$ cat config.mk
export PLATFORM = sky130hd
export DESIGN_NAME = rstsleep_ctrl
export DESIGN_NICKNAME = d
export VERILOG_FILES = /design/src/rtl/rstsleep_pkg.sv /design/src/rtl/rstsleep_stretch.sv /design/src/rtl/rstsleep_cause.sv /design/src/rtl/rstsleep_fsm.sv /design/src/rtl/rstsleep_ctrl.sv
export SDC_FILE = /design/constraint.sdc
export NUM_CORES = 1
export LEC_CHECK = 0
export BUFFER_PORTS_ARGS = -buffer_cell sky130_fd_sc_hd__buf_2
export CORE_MARGIN = 4
export CORE_UTILIZATION = 30
export CTS_CLUSTER_SIZE = 40
export DETAILED_ROUTE_END_ITERATION = 12
export GPL_TIMING_DRIVEN = 0
export SYNTH_ARGS = -nofsm -noshare
export SYNTH_HDL_FRONTEND = slang
export SYNTH_SLANG_ARGS = --single-unit
export TNS_END_PERCENT = 20
$ cat constraint.sdc
create_clock -name clk -period 3.46 [get_ports clk]
set_input_delay 0.346 -clock clk [delete_from_list [all_inputs] [get_ports clk]]
set_output_delay 0.346 -clock clk [all_outputs]
set_load 0.005 [all_outputs]
$ cat src/rtl/rstsleep_pkg.sv
package rstsleep_pkg;

  typedef enum logic [1:0] {
    ST_RUN  = 2'd0,
    ST_STBY = 2'd1,
    ST_SUSP = 2'd2
  } pwr_state_e;

  localparam logic [1:0] MODE_STBY = 2'b01;
  localparam logic [1:0] MODE_SUSP = 2'b10;

  // offsets of the non-supply causes, added to the supply count
  localparam int OFS_EEPROM = 0;
  localparam int OFS_PNP    = 1;
  localparam int OFS_SW     = 2;
  localparam int OFS_SUSP   = 3;
  localparam int OFS_STBY   = 4;
  localparam int OFS_WAKE   = 5;
  localparam int N_OTHER    = 6;

  function automatic logic mode_is_run(input logic [1:0] m);
    return (m != MODE_STBY) && (m != MODE_SUSP);
  endfunction

endpackage

$ cat src/rtl/rstsleep_stretch.sv
module rstsleep_stretch #(
  parameter int HOLD_CYC = 4
) (
  input  logic clk,
  input  logic arst_n,
  input  logic restart,
  input  logic core_only_req,
  output logic rst_o,
  output logic rx_rst_o
);
  localparam int CW = $clog2(HOLD_CYC + 1);
  localparam logic [CW-1:0] CNT_DONE = CW'(HOLD_CYC);

  logic          sync1_q, sync2_q;
  logic [CW-1:0] cnt_q, cnt_d;
  logic          core_only_q, core_only_d;

  // two-flop release of the asynchronous reset
  always_ff @(posedge clk or negedge arst_n) begin
    if (!arst_n) begin
      sync1_q <= 1'b0;
      sync2_q <= 1'b0;
    end else begin
      sync1_q <= 1'b1;
      sync2_q <= sync1_q;
    end
  end

  always_comb begin
    cnt_d       = cnt_q;
    core_only_d = core_only_q;
    if (restart) begin
      cnt_d       = '0;
      core_only_d = core_only_req;
    end else if (sync2_q && (cnt_q != CNT_DONE)) begin
      cnt_d = cnt_q + 1'b1;
    end
  end

  always_ff @(posedge clk or negedge arst_n) begin
    if (!arst_n) begin
      cnt_q       <= '0;
      core_only_q <= 1'b0;
    end else begin
      cnt_q       <= cnt_d;
      core_only_q <= core_only_d;
    end
  end

  assign rst_o    = (cnt_q != CNT_DONE);
  assign rx_rst_o = rst_o && !core_only_q;

  assert_restart_holds_R4: assert property (@(posedge clk) disable iff (!arst_n)
    restart |=> rst_o);
  assert_sync_holds_R4: assert property (@(posedge clk) disable iff (!arst_n)
    !sync2_q |-> rst_o);

endmodule

$ cat src/rtl/rstsleep_cause.sv
module rstsleep_cause #(
  parameter int N_SUP = 3,
  parameter int NC    = N_SUP + 6
) (
  input  logic          clk,
  input  logic          rst_n,
  input  logic [NC-1:0] req,
  input  logic [NC-1:0] clr,
  output logic [NC-1:0] cause
);
  logic [NC-1:0] pick;
  logic [NC-1:0] cause_q, cause_d;

  // lowest index wins: supply causes sit at the bottom
  always_comb begin
    pick = '0;
    for (int i = NC - 1; i >= 0; i--) begin
      if (req[i]) pick = NC'(1) << i;
    end
  end

  always_comb begin
    if (|req) cause_d = pick;
    else      cause_d = cause_q & ~clr;
  end

  always_ff @(posedge clk or negedge rst_n) begin
    if (!rst_n) cause_q <= NC'(1);
    else        cause_q <= cause_d;
  end

  assign cause = cause_q;

  assert_cause_onehot_R1: assert property (@(posedge clk) disable iff (!rst_n)
    $onehot0(cause_q));
  assert_supply_wins_R2: assert property (@(posedge clk) disable iff (!rst_n)
    (|req[N_SUP-1:0]) |=> (|cause_q[N_SUP-1:0]));
  assert_clear_drops_R3: assert property (@(posedge clk) disable iff (!rst_n)
    (!(|req) && (|(clr & cause_q))) |=> ((cause_q & $past(clr)) == '0));

endmodule

$ cat src/rtl/rstsleep_fsm.sv
module rstsleep_fsm
  import rstsleep_pkg::*;
(
  input  logic       clk,
  input  logic       arst_n,
  input  logic [1:0] mode,
  input  logic       line_act,
  output logic       core_en,
  output logic       rxd_en,
  output logic       ev_susp_exit,
  output logic       ev_stby_host,
  output logic       ev_stby_wake
);
  pwr_state_e state_q, state_d;
  logic       armed_q, armed_d;
  logic       run_req;

  assign run_req = mode_is_run(mode);

  always_comb begin
    state_d      = state_q;
    armed_d      = armed_q;
    ev_susp_exit = 1'b0;
    ev_stby_host = 1'b0;
    ev_stby_wake = 1'b0;
    if (run_req) armed_d = 1'b1;
    unique case (state_q)
      ST_RUN: begin
        if (armed_q && mode == MODE_STBY)      state_d = ST_STBY;
        else if (armed_q && mode == MODE_SUSP) state_d = ST_SUSP;
      end
      ST_STBY: begin
        if (line_act) begin
          state_d      = ST_RUN;
          ev_stby_wake = 1'b1;
          armed_d      = 1'b0;
        end else if (run_req) begin
          state_d      = ST_RUN;
          ev_stby_host = 1'b1;
          armed_d      = 1'b0;
        end else if (mode == MODE_SUSP) begin
          state_d = ST_SUSP;
        end
      end
      ST_SUSP: begin
        if (mode != MODE_SUSP) begin
          state_d      = ST_RUN;
          ev_susp_exit = 1'b1;
          armed_d      = 1'b0;
        end
      end
      default: state_d = ST_RUN;
    endcase
  end

  always_ff @(posedge clk or negedge arst_n) begin
    if (!arst_n) begin
      state_q <= ST_RUN;
      armed_q <= 1'b1;
    end else begin
      state_q <= state_d;
      armed_q <= armed_d;
    end
  end

  assign core_en = (state_q == ST_RUN);
  assign rxd_en  = (state_q != ST_SUSP);

  assert_one_exit_R9: assert property (@(posedge clk) disable iff (!arst_n)
    $onehot0({ev_susp_exit, ev_stby_host, ev_stby_wake}));
  assert_rearm_R10: assert property (@(posedge clk) disable iff (!arst_n)
    (ev_susp_exit || ev_stby_host || ev_stby_wake) |=> (state_q == ST_RUN));

endmodule

$ cat src/rtl/rstsleep_ctrl.sv
module rstsleep_ctrl
  import rstsleep_pkg::*;
#(
  parameter int HOLD_CYC = 4,
  parameter int N_SUP    = 3,
  localparam int NC      = N_SUP + N_OTHER
) (
  input  logic             clk,
  input  logic             rst_n,
  input  logic [N_SUP-1:0] supply_req,
  input  logic             eeprom_bad,
  input  logic             pnp_reset,
  input  logic             sw_reset,
  input  logic [1:0]       sleep_mode,
  input  logic             line_act,
  input  logic [NC-1:0]    cause_clr,
  input  logic             cfg_tx_set,
  input  logic             cfg_rx_set,
  output logic             int_rst,
  output logic             rx_rst,
  output logic             core_en,
  output logic             rx_pwr_en,
  output logic             tx_en,
  output logic             rx_en,
  output logic [NC-1:0]    cause
);
  logic          arst_n;
  logic          ev_susp, ev_host, ev_wake;
  logic          full_req, restart, core_only;
  logic [NC-1:0] req_vec;
  logic          tx_q, tx_d, rx_q, rx_d;

  // supply requests join the chip reset pin asynchronously
  assign arst_n = rst_n && !(|supply_req);

  rstsleep_fsm u_fsm (
    .clk          (clk),
    .arst_n       (arst_n),
    .mode         (sleep_mode),
    .line_act     (line_act),
    .core_en      (core_en),
    .rxd_en       (rx_pwr_en),
    .ev_susp_exit (ev_susp),
    .ev_stby_host (ev_host),
    .ev_stby_wake (ev_wake)
  );

  assign full_req  = eeprom_bad || pnp_reset || sw_reset || ev_susp;
  assign restart   = full_req || ev_host || ev_wake;
  assign core_only = !full_req;

  rstsleep_stretch #(.HOLD_CYC(HOLD_CYC)) u_stretch (
    .clk           (clk),
    .arst_n        (arst_n),
    .restart       (restart),
    .core_only_req (core_only),
    .rst_o         (int_rst),
    .rx_rst_o      (rx_rst)
  );

  always_comb begin
    req_vec                     = '0;
    req_vec[N_SUP-1:0]          = supply_req;
    req_vec[N_SUP + OFS_EEPROM] = eeprom_bad;
    req_vec[N_SUP + OFS_PNP]    = pnp_reset;
    req_vec[N_SUP + OFS_SW]     = sw_reset;
    req_vec[N_SUP + OFS_SUSP]   = ev_susp;
    req_vec[N_SUP + OFS_STBY]   = ev_host;
    req_vec[N_SUP + OFS_WAKE]   = ev_wake;
  end

  rstsleep_cause #(.N_SUP(N_SUP), .NC(NC)) u_cause (
    .clk   (clk),
    .rst_n (rst_n),
    .req   (req_vec),
    .clr   (cause_clr),
    .cause (cause)
  );

  // packet enables: cleared by any reset, set only by configuration
  always_comb begin
    tx_d = tx_q;
    rx_d = rx_q;
    if (int_rst || restart) begin
      tx_d = 1'b0;
      rx_d = 1'b0;
    end else begin
      if (cfg_tx_set) tx_d = 1'b1;
      if (cfg_rx_set) rx_d = 1'b1;
    end
  end

  always_ff @(posedge clk or negedge arst_n) begin
    if (!arst_n) begin
      tx_q <= 1'b0;
      rx_q <= 1'b0;
    end else begin
      tx_q <= tx_d;
      rx_q <= rx_d;
    end
  end

  assign tx_en = tx_q;
  assign rx_en = rx_q;

  assert_enables_low_R5: assert property (@(posedge clk) disable iff (!arst_n)
    int_rst |-> (!tx_en && !rx_en));
  assert_suspend_deaf_R6: assert property (@(posedge clk) disable iff (!arst_n)
    (!rx_pwr_en && line_act && sleep_mode == MODE_SUSP) |=> (!rx_pwr_en && !core_en));
  assert_standby_stays_R7: assert property (@(posedge clk) disable iff (!arst_n)
    (!core_en && rx_pwr_en && !line_act && sleep_mode == MODE_STBY) |=> (!core_en && rx_pwr_en));
  assert_wake_spares_rx_R8: assert property (@(posedge clk) disable iff (!arst_n)
    (!core_en && rx_pwr_en && line_act && !eeprom_bad && !pnp_reset && !sw_reset)
      |=> (core_en && int_rst && !rx_rst && cause[N_SUP + OFS_WAKE]));

endmodule

==> results.cfg <==
[global_route]
grt_pass1_vias = 922
antenna_found_initial = 0
grt_usage_pct = 11.7
grt_pass1_wl_mm = 3.95
grt_max_degree = 12
gr-total-overflow = 0

[power]
power_density_mw_per_mm2 = 443
leakagePower_nw = 0.637
p_seq_share_pct = 46.9
p_int_mw = 0.399
pwr-share-clk_pct = 23.0
p_sw_share_pct = 31.7
report.power.total_mw = 0.584
ir_drop_mv = 0.345
power_frac_comb_pct = 30.1
netSwitchingPower_mw = 0.185

[cts]
cts-resized-gates = 0
cts.clk_slew.worst_paths_ns = 0.11
cts_setup_buffers = 0
clkLatencyLatePin_ns = 0.30
numClockSinks = 20
cts_tree = done
hold_buffers = 1
cts_max_level = 1
cts-buffers-inserted = 3
max-clock-path-buffers = 2
root_buffer = clkbuf_4

[yosys]
synthArstFlopShare_pct = 100
ys_ff_latch = 20
synth-edff-count = 0
syn_inst = 104
synth-compound-area-share_pct = 14.9
yosysWarnings = 0
synth-simple-area-share_pct = 19.7
synth_top_family_by_area = simple AND/OR/NAND/NOR gates
synth_flop_cell = dfrtp_1
synthesis.nets = 134
ys_seq_area_share_pct = 48.7
syn-cell-area_mm2 = 0.00103
synthMuxAreaShare_pct = 1.94
ys_types = 32
syn_area_per_cell_um2 = 9.94
synth_adder_area_share_pct = 9.69
synth-xor-area-share_pct = 0

[finish]
layout_common_cells = buf_2, dfrtp_1, inv_1, nand2_1
layout.cells.non_filler = 191
postLayoutCoreUtil_pct = 39.5
syn_to_final_growth_pct = 27.5
layout.cells.most_common = buf_2
drive_above_1_share_pct = 31.0
fin_area_mm2 = 0.00132
nets = 176
n_antenna_cell = 0

[routing]
drt_iter0_drc = 40
viasPerCell = 4.79
drt-wirelength-per-cell_um = 12.2
firstDrtPassIters = 4
drc = 0
vias = 914
ant_nets = 0
wl_mm = 2.33

[sta]
setup-violations-final = 0
worst_pin_slew_ns = 0.564
timing.fmax_mhz = 616
rsz0062_at_grt = false
slew_headroom_pct = 62.4
fin_setup_tns_ns = 0
hold_viol = 0
fin_crit_sh_pct = 46.9
hold_ws_ns = 0.202
skew_ns = 0.00610
slew_viol_final = 0
setup_slack_ns = 1.84
period_needed_ns = 1.62

[critical_path]
worstPathArrival_ns = 1.28
end_kind = primary output
reg2regPathDepth = 5
startpoint_type = register
critical_path_class = reg2out
required_ns = 3.11
cp_max_fo = 4

[floorplanning]
dieHeight_um = 66.7
dieArea_mm2 = 0.00445
rows = 21
die_w_um = 66.7
core_area_mm2 = 0.00334
io_pins = 37
floorplan.initialDensity_pct = 31.0

[placement]
dp_slack_ns = 1.52
portBuffers = 36
hpwl_mm = 1.91
gp_congestion = 0.863
dp.cells = 186
placed_area_mm2 = 0.00127

[worst_hold_path]
min_path_type = in2reg
worstHoldPathCells = 2

[status]
outcome = completed

[run]
cap_violations = 0
## worst max-delay path: stages (launching register included)
cell and delay (ns):
dfrtp_1 0.42, inv_1 0.09, ha_1 0.22, nand2_1 0.11, buf_2 0.14
## Yosys cell counts (all sizes together), types with 2 or more instances
| cell | count | area, um2 |
|---|---|---|
| a21oi | 8 | 40.0 |
| a41oi | 2 | 17.5 |
| dfrtp | 18 | 450 |
| dfstp | 2 | 52.6 |
| ha | 8 | 100 |
| inv | 13 | 48.8 |
| mux2i | 2 | 20.0 |
| nand2 | 9 | 33.8 |
| nand2b | 2 | 12.5 |
| nand3 | 2 | 10.0 |
| nand3b | 4 | 30.0 |
| nand4 | 2 | 12.5 |
| nor2 | 6 | 22.5 |
| nor2b | 3 | 18.8 |
| nor3 | 3 | 20.0 |
| nor3b | 3 | 22.5 |
| o21ai | 4 | 23.8 |
| o22ai | 2 | 12.5 |
## power groups by stage
| stage | logic [mW] | clock network (mW) | registers [mW] |
|---|---|---|---|
| floorplan | 0.116 | 0 | 0.275 |
| global placement | 0.170 | 0 | 0.278 |
| detailed placement | 0.174 | 0 | 0.278 |
| CTS | 0.176 | 0.144 | 0.274 |
| global route | 0.201 | 0.154 | 0.277 |
| finish | 0.176 | 0.134 | 0.274 |
## cells by family after synthesis
logic type	count (synthesis)
AOI/OAI and AO/OA	23
other	1
muxes	2
adders and majority gates	8
and+or+nand+nor	37
buffers and inverters	13
DFF	20
## path summary, 6_finish.rpt
kind | from | slack, ns | end
max | u_stretch.cnt_q[0] | 1.84 | int_rst
min | sw_reset | 0.20 | u_cause.cause[6]
max reg2reg | u_fsm.state_q[1] | 1.84 | u_fsm.state_q[0]
min reg2reg | u_stretch.sync1_q | 0.36 | u_stretch.sync2_q
max in group asynchronous | rst_n | 2.27 | u_fsm.armed_q
min in group asynchronous | supply_req[1] | 0.41 | u_stretch.core_only_q
## routing by layer
layer | track usage [%] | wire, um | vias up
li1 | - | - | 445
met1 | 13.5 | 967 | 441
met2 | 19.8 | 1210 | 26
met3 | 4.55 | 141 | 2
met4 | 3.81 | 17 | 0
met5 | 0 | 0 | -
## registers in the layout, indices dropped and copies added (netlist names)
register	flops
rx_en	1
tx_en	1
u_cause.cause	9
u_fsm.armed_q	1
u_fsm.state_q	2
u_stretch.cnt_q	3
u_stretch.core_only_q	1
u_stretch.sync1_q	1
u_stretch.sync2_q	1
## layout make-up
type                            count  area, um2
Clock buffer                        4       36.3
Tap cell                           46       57.6
Fill cell                         354       2020
Multi-Input combinational cell     71        482
Inverter                           13       48.8
Sequential cell                    20        503
Timing Repair Buffer               37        190
(Power assumes the default switching activity.)
